File: config.mk
export PLATFORM = sky130hd
export DESIGN_NAME = lpc_cycle_decoder
export DESIGN_NICKNAME = d
export VERILOG_FILES = /design/src/rtl/lpcd_pkg.sv /design/src/rtl/lpcd_frame_track.sv /design/src/rtl/lpcd_classifier.sv /design/src/rtl/lpcd_out_stage.sv /design/src/rtl/lpc_cycle_decoder.sv
export SDC_FILE = /design/constraint.sdc
export NUM_CORES = 1
export LEC_CHECK = 0
export ABC_AREA = 1
export BUFFER_PORTS_ARGS = -buffer_cell sky130_fd_sc_hd__buf_4
export CAP_MARGIN = 40
export CORE_AREA = 2 2 39 41
export DETAILED_ROUTE_END_ITERATION = 8
export DIE_AREA = 0 0 41 43
export PLACE_DENSITY = 0.59
export SLEW_MARGIN = 20
export SYNTH_ARGS = -nofsm -noshare
export SYNTH_HDL_FRONTEND = slang
export SYNTH_SLANG_ARGS = --single-unit
File: constraint.sdc
create_clock -name clk -period 2.15 [get_ports clk]
set_input_delay 0.215 -clock clk [delete_from_list [all_inputs] [get_ports clk]]
set_output_delay 0.215 -clock clk [all_outputs]
set_load 0.02 [all_outputs]
File: src/rtl/lpcd_pkg.sv
package lpcd_pkg;

  localparam int NIB_W  = 4;
  localparam int KIND_W = 2;

  localparam logic [NIB_W-1:0] START_GEN_MEM = 4'b0000;
  localparam logic [NIB_W-1:0] START_FW_RD   = 4'b1101;
  localparam logic [NIB_W-1:0] START_FW_WR   = 4'b1110;
  localparam logic [1:0]       TYPE_MEMORY   = 2'b01;

  typedef enum logic [KIND_W-1:0] {
    KIND_NONE    = 2'b00,
    KIND_GEN_MEM = 2'b01,
    KIND_FW_RD   = 2'b10,
    KIND_FW_WR   = 2'b11
  } cyc_kind_e;

  typedef enum logic {
    FS_IDLE  = 1'b0,
    FS_FRAME = 1'b1
  } frame_state_e;

  typedef struct packed {
    logic      hit;
    cyc_kind_e kind;
    logic      wr;
  } decode_t;

  // START code is legal when it names one of the three supported cycles.
  function automatic logic start_is_legal(input logic [NIB_W-1:0] code);
    return (code == START_GEN_MEM) || (code == START_FW_RD) || (code == START_FW_WR);
  endfunction

  // Classification of a START code together with the nibble after it.
  function automatic decode_t classify(input logic [NIB_W-1:0] code,
                                       input logic [NIB_W-1:0] nxt);
    decode_t d;
    d.hit  = 1'b0;
    d.kind = KIND_NONE;
    d.wr   = 1'b0;
    case (code)
      START_GEN_MEM: begin
        if (nxt[3:2] == TYPE_MEMORY) begin
          d.hit  = 1'b1;
          d.kind = KIND_GEN_MEM;
          d.wr   = nxt[1];
        end
      end
      START_FW_RD: begin
        d.hit  = 1'b1;
        d.kind = KIND_FW_RD;
        d.wr   = 1'b0;
      end
      START_FW_WR: begin
        d.hit  = 1'b1;
        d.kind = KIND_FW_WR;
        d.wr   = 1'b1;
      end
      default: d = d;
    endcase
    return d;
  endfunction

endpackage

File: src/rtl/lpcd_frame_track.sv
module lpcd_frame_track
  import lpcd_pkg::*;
#(
  parameter int W = NIB_W
) (
  input  logic         clk,
  input  logic         rst_n,
  input  logic         frame_n,
  input  logic [W-1:0] lad_in,
  output logic [W-1:0] start_q,
  output logic         in_frame,
  output logic         start_done
);

  frame_state_e state_q, state_d;

  always_comb begin
    state_d = frame_n ? FS_IDLE : FS_FRAME;
  end

  always_ff @(posedge clk) begin
    if (!rst_n) begin
      state_q <= FS_IDLE;
      start_q <= '0;
    end else begin
      state_q <= state_d;
      if (!frame_n) begin
        start_q <= lad_in;
      end
    end
  end

  assign in_frame   = (state_q == FS_FRAME);
  assign start_done = in_frame && frame_n;

  // every low-strobe edge overwrites the captured START code
  p_start_overwrite_r2: assert property (@(posedge clk) disable iff (!rst_n)
    !frame_n |=> start_q == $past(lad_in));

  // a frame is only finished on a high edge after a low one
  p_done_after_low_r2: assert property (@(posedge clk) disable iff (!rst_n)
    start_done |-> $past(!frame_n));

endmodule

File: src/rtl/lpcd_classifier.sv
module lpcd_classifier
  import lpcd_pkg::*;
#(
  parameter int W = NIB_W
) (
  input  logic [W-1:0] start_q,
  input  logic [W-1:0] lad_in,
  input  logic         start_done,
  output decode_t      dec,
  output logic         legal_start
);

  decode_t raw;

  always_comb begin
    raw         = classify(start_q, lad_in);
    legal_start = start_is_legal(start_q);
    dec         = raw;
    if (!start_done) begin
      dec.hit  = 1'b0;
      dec.kind = KIND_NONE;
      dec.wr   = 1'b0;
    end
  end

  // a hit is never reported for an unknown START code
  always_comb begin
    if (dec.hit) begin
      p_hit_legal_r5: assert (legal_start);
    end
  end

endmodule

File: src/rtl/lpcd_out_stage.sv
module lpcd_out_stage
  import lpcd_pkg::*;
#(
  parameter int W = NIB_W,
  parameter int K = KIND_W
) (
  input  logic         clk,
  input  logic         rst_n,
  input  decode_t      dec,
  input  logic         in_frame,
  input  logic         frame_n,
  input  logic [W-1:0] lad_in,
  input  logic         busy_in,
  output logic         accept_o,
  output logic [K-1:0] kind_o,
  output logic         wr_o,
  output logic         abort_o,
  output logic         standby_o
);

  logic      accept_q, wr_q, abort_q, standby_q;
  cyc_kind_e kind_q;

  always_ff @(posedge clk) begin
    if (!rst_n) begin
      accept_q  <= 1'b0;
      kind_q    <= KIND_NONE;
      wr_q      <= 1'b0;
      abort_q   <= 1'b0;
      standby_q <= 1'b0;
    end else begin
      accept_q  <= dec.hit;
      kind_q    <= dec.hit ? dec.kind : KIND_NONE;
      wr_q      <= dec.hit && dec.wr;
      abort_q   <= !frame_n && busy_in;
      standby_q <= frame_n && !busy_in && !in_frame;
    end
  end

  assign accept_o  = accept_q;
  assign kind_o    = kind_q;
  assign wr_o      = wr_q;
  assign abort_o   = abort_q;
  assign standby_o = standby_q;

  // generic memory accept carries the type nibble's direction
  p_gen_mem_dir_r3: assert property (@(posedge clk) disable iff (!rst_n)
    (accept_o && kind_o == KIND_GEN_MEM) |->
      ($past(lad_in[3:2]) == TYPE_MEMORY) && (wr_o == $past(lad_in[1])));

  // firmware kinds have a direction fixed by the kind
  p_fw_dir_r4: assert property (@(posedge clk) disable iff (!rst_n)
    (accept_o && kind_o[1]) |-> (wr_o == kind_o[0]));

  // accept never lasts two clocks
  p_accept_pulse_r6: assert property (@(posedge clk) disable iff (!rst_n)
    accept_o |=> !accept_o);

  // strobe falling while busy raises abort on the next clock
  p_abort_rise_r9: assert property (@(posedge clk) disable iff (!rst_n)
    (!frame_n && busy_in) |=> abort_o);

  // abort only after a low strobe
  p_abort_cause_r9: assert property (@(posedge clk) disable iff (!rst_n)
    abort_o |-> $past(!frame_n));

  // standby only after a quiet, non-busy edge
  p_standby_cause_r10: assert property (@(posedge clk) disable iff (!rst_n)
    standby_o |-> ($past(frame_n) && !$past(busy_in)));

  // kind and direction are zero outside the accept pulse
  p_quiet_fields_r11: assert property (@(posedge clk) disable iff (!rst_n)
    !accept_o |-> (kind_o == KIND_NONE && !wr_o));

endmodule

File: src/rtl/lpc_cycle_decoder.sv
module lpc_cycle_decoder
  import lpcd_pkg::*;
#(
  parameter int W = NIB_W,
  parameter int K = KIND_W
) (
  input  logic         clk,
  input  logic         rst_n,
  input  logic         frame_n,
  input  logic [W-1:0] lad_in,
  input  logic         busy_in,
  output logic         accept_o,
  output logic [K-1:0] kind_o,
  output logic         wr_o,
  output logic         abort_o,
  output logic         standby_o
);

  logic [W-1:0] start_q;
  logic         in_frame;
  logic         start_done;
  logic         legal_start;
  decode_t      dec;

  lpcd_frame_track #(.W(W)) u_track (
    .clk        (clk),
    .rst_n      (rst_n),
    .frame_n    (frame_n),
    .lad_in     (lad_in),
    .start_q    (start_q),
    .in_frame   (in_frame),
    .start_done (start_done)
  );

  lpcd_classifier #(.W(W)) u_class (
    .start_q     (start_q),
    .lad_in      (lad_in),
    .start_done  (start_done),
    .dec         (dec),
    .legal_start (legal_start)
  );

  lpcd_out_stage #(.W(W), .K(K)) u_out (
    .clk       (clk),
    .rst_n     (rst_n),
    .dec       (dec),
    .in_frame  (in_frame),
    .frame_n   (frame_n),
    .lad_in    (lad_in),
    .busy_in   (busy_in),
    .accept_o  (accept_o),
    .kind_o    (kind_o),
    .wr_o      (wr_o),
    .abort_o   (abort_o),
    .standby_o (standby_o)
  );

  // an accept always follows a legal captured START code
  p_accept_legal_r5: assert property (@(posedge clk) disable iff (!rst_n)
    accept_o |-> $past(legal_start));

  // a low strobe on the type edge never yields an accept next clock
  p_low_no_accept_r8: assert property (@(posedge clk) disable iff (!rst_n)
    !frame_n |=> !accept_o);

  // accept comes after a low edge followed by a high edge
  p_accept_frame_r6: assert property (@(posedge clk) disable iff (!rst_n)
    accept_o |-> ($past(frame_n) && $past(in_frame)));

endmodule

==> flow_summary.html <==
<table>
<tr><th>Metric</th><th>Value</th></tr>
<tr><th colspan="2">Outcome</th></tr>
<tr><td>Outcome</td><td>finished clean</td></tr>
<tr><th colspan="2">Timing</th></tr>
<tr><td>Sum of negative setup slack</td><td>0 ns</td></tr>
<tr><td>Achievable frequency</td><td>1080 MHz</td></tr>
<tr><td>Hold Violations, Final</td><td>0</td></tr>
<tr><td>Setup repair after global routing missed its margin</td><td>false</td></tr>
<tr><td>Worst setup margin</td><td>1.224 ns</td></tr>
<tr><td>Time the worst path needs with I/O delays and setup</td><td>0.9258 ns</td></tr>
<tr><td>Transition time of the tightest slew-check pin</td><td>about 0.17 ns</td></tr>
<tr><td>Count of endpoints failing setup in the final report</td><td>0</td></tr>
<tr><td>Final max-slew violation count</td><td>0</td></tr>
<tr><td>Relative slew slack</td><td>0.8885</td></tr>
<tr><td>Share of the clock period used by the worst path after layout</td><td>0.4306</td></tr>
<tr><td>Layout Skew</td><td>0.005853 ns</td></tr>
<tr><th colspan="2">Cells and area</th></tr>
<tr><td>Leading cell types in the layout, fill and taps excluded</td><td>sky130_fd_sc_hd__buf_4, sky130_fd_sc_hd__nand2_1, sky130_fd_sc_hd__dfxtp_1</td></tr>
<tr><td>Footprint of the flip-flops and latches</td><td>220.2 um2</td></tr>
<tr><td>Final cell count without fillers</td><td>84</td></tr>
<tr><td>Antenna diode instance count</td><td>0</td></tr>
<tr><td>Leading cell type in the layout, fill and taps excluded</td><td>sky130_fd_sc_hd__buf_4</td></tr>
<tr><td>Number of nets in the final layout</td><td>77</td></tr>
<tr><td>Fraction of layout cells with a size suffix above 1</td><td>0.3088</td></tr>
<tr><td>Number of fill cells in the layout</td><td>150</td></tr>
<tr><td>Area growth, synth to finish</td><td>35.94%</td></tr>
<tr><td>Area of the multi-input gates</td><td>roughly 140 um2</td></tr>
<tr><th colspan="2">Power and ir drop</th></tr>
<tr><td>Switching fraction of total power</td><td>0.2257</td></tr>
<tr><td>Power density over the cells</td><td>slightly above 700 nW/um2</td></tr>
<tr><td>Share of total power in the clock network</td><td>0.349</td></tr>
<tr><td>Post-layout total power</td><td>0.3886 mW</td></tr>
<tr><td>Int Pwr</td><td>0.3009 mW</td></tr>
<tr><td>Largest voltage drop on the vdd net</td><td>0.2591 mV</td></tr>
<tr><td>Leak pwr</td><td>0.2519 nW</td></tr>
<tr><td>Flop pwr share</td><td>0.552</td></tr>
<tr><td>Combinational cell fraction of total power</td><td>0.099</td></tr>
<tr><td>Switch Pwr</td><td>0.08771 mW</td></tr>
<tr><th colspan="2">Critical path</th></tr>
<tr><td>Max stage delay cell, worst path</td><td>sky130_fd_sc_hd__dfxtp_1</td></tr>
<tr><td>Type of the worst setup path</td><td>reg2out</td></tr>
<tr><td>Largest delay contributor family on the critical path</td><td>flip-flops</td></tr>
<tr><td>Critical Path, Cell by Cell</td><td>buf_4</td></tr>
<tr><td>Kind of capture point of the worst setup path</td><td>output port</td></tr>
<tr><td>Worst Path Buf+Inv</td><td>1</td></tr>
<tr><td>Worst EP required</td><td>1.93 ns</td></tr>
<tr><td>Startpoint type of the worst setup path</td><td>register</td></tr>
<tr><td>Max incr delay on CP</td><td>0.30 ns</td></tr>
<tr><td>Maximum fanout encountered on the critical timing path</td><td>1</td></tr>
<tr><td>Arrival time at the worst endpoint</td><td>0.71 ns</td></tr>
<tr><th colspan="2">Clock tree</th></tr>
<tr><td>Root buffer cell</td><td>sky130_fd_sc_hd__clkbuf_4</td></tr>
<tr><td>Clock input transition at the sequential cells of the worst setup and hold paths</td><td>0.07 ns</td></tr>
<tr><td>Post-cts resize count</td><td>0</td></tr>
<tr><td>Post-CTS setup buffer count</td><td>0</td></tr>
<tr><td>Total clock buffers created by CTS</td><td>3</td></tr>
<tr><td>Latest clock arrival within the worst-skew pair</td><td>0.26 ns</td></tr>
<tr><td>Longest Clk Path Bufs</td><td>2</td></tr>
<tr><td>Clock tree sinks</td><td>11</td></tr>
<tr><td>H-tree level count</td><td>1</td></tr>
<tr><td>TritonCTS clock tree</td><td>yes</td></tr>
<tr><td>Hold Buf Count CTS</td><td>0</td></tr>
<tr><th colspan="2">Synthesis</th></tr>
<tr><td>Total nets after synthesis</td><td>59</td></tr>
<tr><td>Synthesized area divided by synthesized cell count</td><td>7.851 um2</td></tr>
<tr><td>Cells taking the most area after synthesis</td><td>sky130_fd_sc_hd__dfxtp_1, sky130_fd_sc_hd__nand2_1, sky130_fd_sc_hd__inv_1, sky130_fd_sc_hd__nor2_1, sky130_fd_sc_hd__o21ai_1</td></tr>
<tr><td>Post-synthesis compound-gate area fraction</td><td>0.07813</td></tr>
<tr><td>Synth Instances</td><td>51</td></tr>
<tr><td>Cell taking the most area after synthesis</td><td>sky130_fd_sc_hd__dfxtp_1</td></tr>
<tr><td>Library cells used by synthesis</td><td>14</td></tr>
<tr><td>Cell area after synthesis</td><td>400.4 um2</td></tr>
<tr><td>Post-synthesis sequential area ratio</td><td>0.5500</td></tr>
<tr><td>XOR/XNOR share of the synthesized area</td><td>0</td></tr>
<tr><td>Largest family of logic cells by synthesized area</td><td>simple AND/OR/NAND/NOR gates</td></tr>
<tr><td>Synthesis warning total</td><td>0</td></tr>
<tr><td>Fraction of synthesized area in multiplexers</td><td>0</td></tr>
<tr><td>Basic-gate share of the synthesized area counting and, or, nand and nor cells</td><td>0.2750</td></tr>
<tr><td>Area share of fa/ha/maj cells after synthesis</td><td>0</td></tr>
<tr><td>Post-synthesis register bit count</td><td>11</td></tr>
<tr><td>Portion of synthesized cell area occupied by the leading cell type</td><td>0.5500</td></tr>
<tr><th colspan="2">Run</th></tr>
<tr><td>Max capacitance violation total</td><td>0</td></tr>
<tr><th colspan="2">GRT</th></tr>
<tr><td>Met1 global-route usage</td><td>0.1097</td></tr>
<tr><td>Via count of the first global-routing pass</td><td>289</td></tr>
<tr><td>Global-route usage over all layers</td><td>0.09849</td></tr>
<tr><td>Pin count of the biggest net entering global routing</td><td>7</td></tr>
<tr><td>Antenna violations before repair</td><td>0</td></tr>
<tr><td>Remaining global-route overflow</td><td>0</td></tr>
<tr><td>Wire length of the first global-routing pass</td><td>1104 um</td></tr>
<tr><td>GR Util met2</td><td>0.1344</td></tr>
<tr><td>Most heavily used metal layer in global routing</td><td>met2</td></tr>
<tr><td>Fraction of met3 tracks used by global routing</td><td>0.04712</td></tr>
<tr><th colspan="2">Floorplan</th></tr>
<tr><td>Core Footprint</td><td>about 1400 um2</td></tr>
<tr><td>Die Ht</td><td>approximately 43 um</td></tr>
<tr><td>Die footprint</td><td>1763 um2</td></tr>
<tr><td>Number of primary I/O pins</td><td>14</td></tr>
<tr><td>Core Rows</td><td>14</td></tr>
<tr><td>Horiz. Die Dim</td><td>41 um</td></tr>
<tr><td>Effective utilization at floorplan</td><td>0.2893</td></tr>
<tr><th colspan="2">Place</th></tr>
<tr><td>Pre-CTS setup slack</td><td>roughly 1.3 ns</td></tr>
<tr><td>Placed insts</td><td>80</td></tr>
<tr><td>Total half-perimeter wirelength after legalization and detailed placement</td><td>552.1 um</td></tr>
<tr><td>Placer's final routability congestion estimate</td><td>0.6894</td></tr>
<tr><td>I/O Buffers</td><td>13</td></tr>
<tr><th colspan="2">Detailed routing</th></tr>
<tr><td>Detailed-route vias per instance</td><td>just over 4</td></tr>
<tr><td>Initial DRC count</td><td>3</td></tr>
<tr><td>Drt total wl</td><td>714 um</td></tr>
<tr><td>Number of iterations in the first detailed-routing pass</td><td>4</td></tr>
<tr><td>DRC violations left</td><td>0</td></tr>
<tr><td>Via count</td><td>about 350</td></tr>
<tr><td>Wire length per cell after detailed routing</td><td>roughly 8.5 um</td></tr>
<tr><td>Final ANT Viol Nets</td><td>0</td></tr>
<tr><th colspan="2">Min path</th></tr>
<tr><td>Hold crit path type</td><td>in2reg</td></tr>
</table>
## synth_stat cells
library cell / count
sky130_fd_sc_hd__o21ai_1: 3
sky130_fd_sc_hd__nand2_2: 1
sky130_fd_sc_hd__a21oi_1: 2
sky130_fd_sc_hd__or2_4: 1
sky130_fd_sc_hd__clkinv_2: 1
sky130_fd_sc_hd__dfxtp_1: 11
sky130_fd_sc_hd__nand2_1: 11
sky130_fd_sc_hd__nor2_4: 1
sky130_fd_sc_hd__inv_1: 9
sky130_fd_sc_hd__nor2_2: 1
sky130_fd_sc_hd__nand3_1: 1
sky130_fd_sc_hd__o22ai_1: 1
sky130_fd_sc_hd__nor3_1: 1
sky130_fd_sc_hd__nor2_1: 7
## registers in the layout (all words and copies together) (netlist names)
signal,flops
u_track.start_q,4
u_out.wr_o,1
u_out.accept_o,1
u_track.in_frame,1
u_out.standby_o,1
u_out.abort_o,1
u_out.kind_o,2
## power groups by stage
stage               Clock (mW)  Sequential [mW]  Combinational (mW)
floorplan                    0            0.221              0.0190
global placement             0            0.219              0.0382
detailed placement           0            0.219              0.0386
CTS                      0.141            0.214              0.0388
global route             0.156            0.215              0.0426
finish                   0.136            0.215              0.0383
## layer usage
layer | vias to the layer above | wire length, um | part of all wire
li1 | 188 | - | -
met1 | 149 | 337 | 0.47
met2 | 10 | 313 | 0.44
met3 | 2 | 46 | 0.064
met4 | 0 | 16 | 0.022
met5 | - | 0 | 0
## metrics by stage
stage / hold WS (ns) / area, um2 / util
6_report: 0.1124 / 544.3 / 0.3933
5_1_grt: 0.1044 / 544.3 / 0.3933
4_1_cts: 0.1076 / 544.3 / 0.3933
3_5_place_dp: 0.3909 / 518.0 / 0.3743
3_3_place_gp: 0.3904 / 518.0 / 0.3743
2_1_floorplan: 0.2918 / 400.4 / -
## worst reg2reg max path, stage by stage (launching register included)
cell	delay, ns
sky130_fd_sc_hd__dfxtp_1	0.34
sky130_fd_sc_hd__nand2_1	0.08
sky130_fd_sc_hd__nor2_2	0.15
sky130_fd_sc_hd__nor2_1	0.07
sky130_fd_sc_hd__a21oi_1	0.14
## final timing paths
check | startpoint | endpoint | slack [ns] | depth (start not counted)
hold reg to reg | u_track.in_frame$_SDFF_PN0_ | u_out.standby_o$_SDFF_PN0_ | 0.42 | 1
hold / removal | busy_in | u_out.standby_o$_SDFF_PN0_ | 0.11 | 2
setup / recovery | u_out.wr_o$_SDFF_PN0_ | wr_o | 1.22 | 1
setup reg to reg | u_track.start_q[3]$_SDFFE_PN0N_ | u_out.accept_o$_SDFF_PN0_ | 1.30 | 4
## layout make-up
| cell class | count | share of cell area |
|---|---|---|
| Inverter | 10 | 0.07126 |
| Multi-Input combinational cell | 30 | 0.2598 |
| Clock buffer | 4 | 0.04828 |
| Timing Repair Buffer | 13 | 0.1793 |
| Tap cell | 16 | 0.03678 |
| Sequential cell | 11 | 0.4046 |
## cells by family (layout without fill, tap and decap cells)
group	Yosys count	after routing
compound gates	6	6
flops	11	11
buf+inv	10	27
simple gates	24	24
Power figures use the tool's default switching activity.
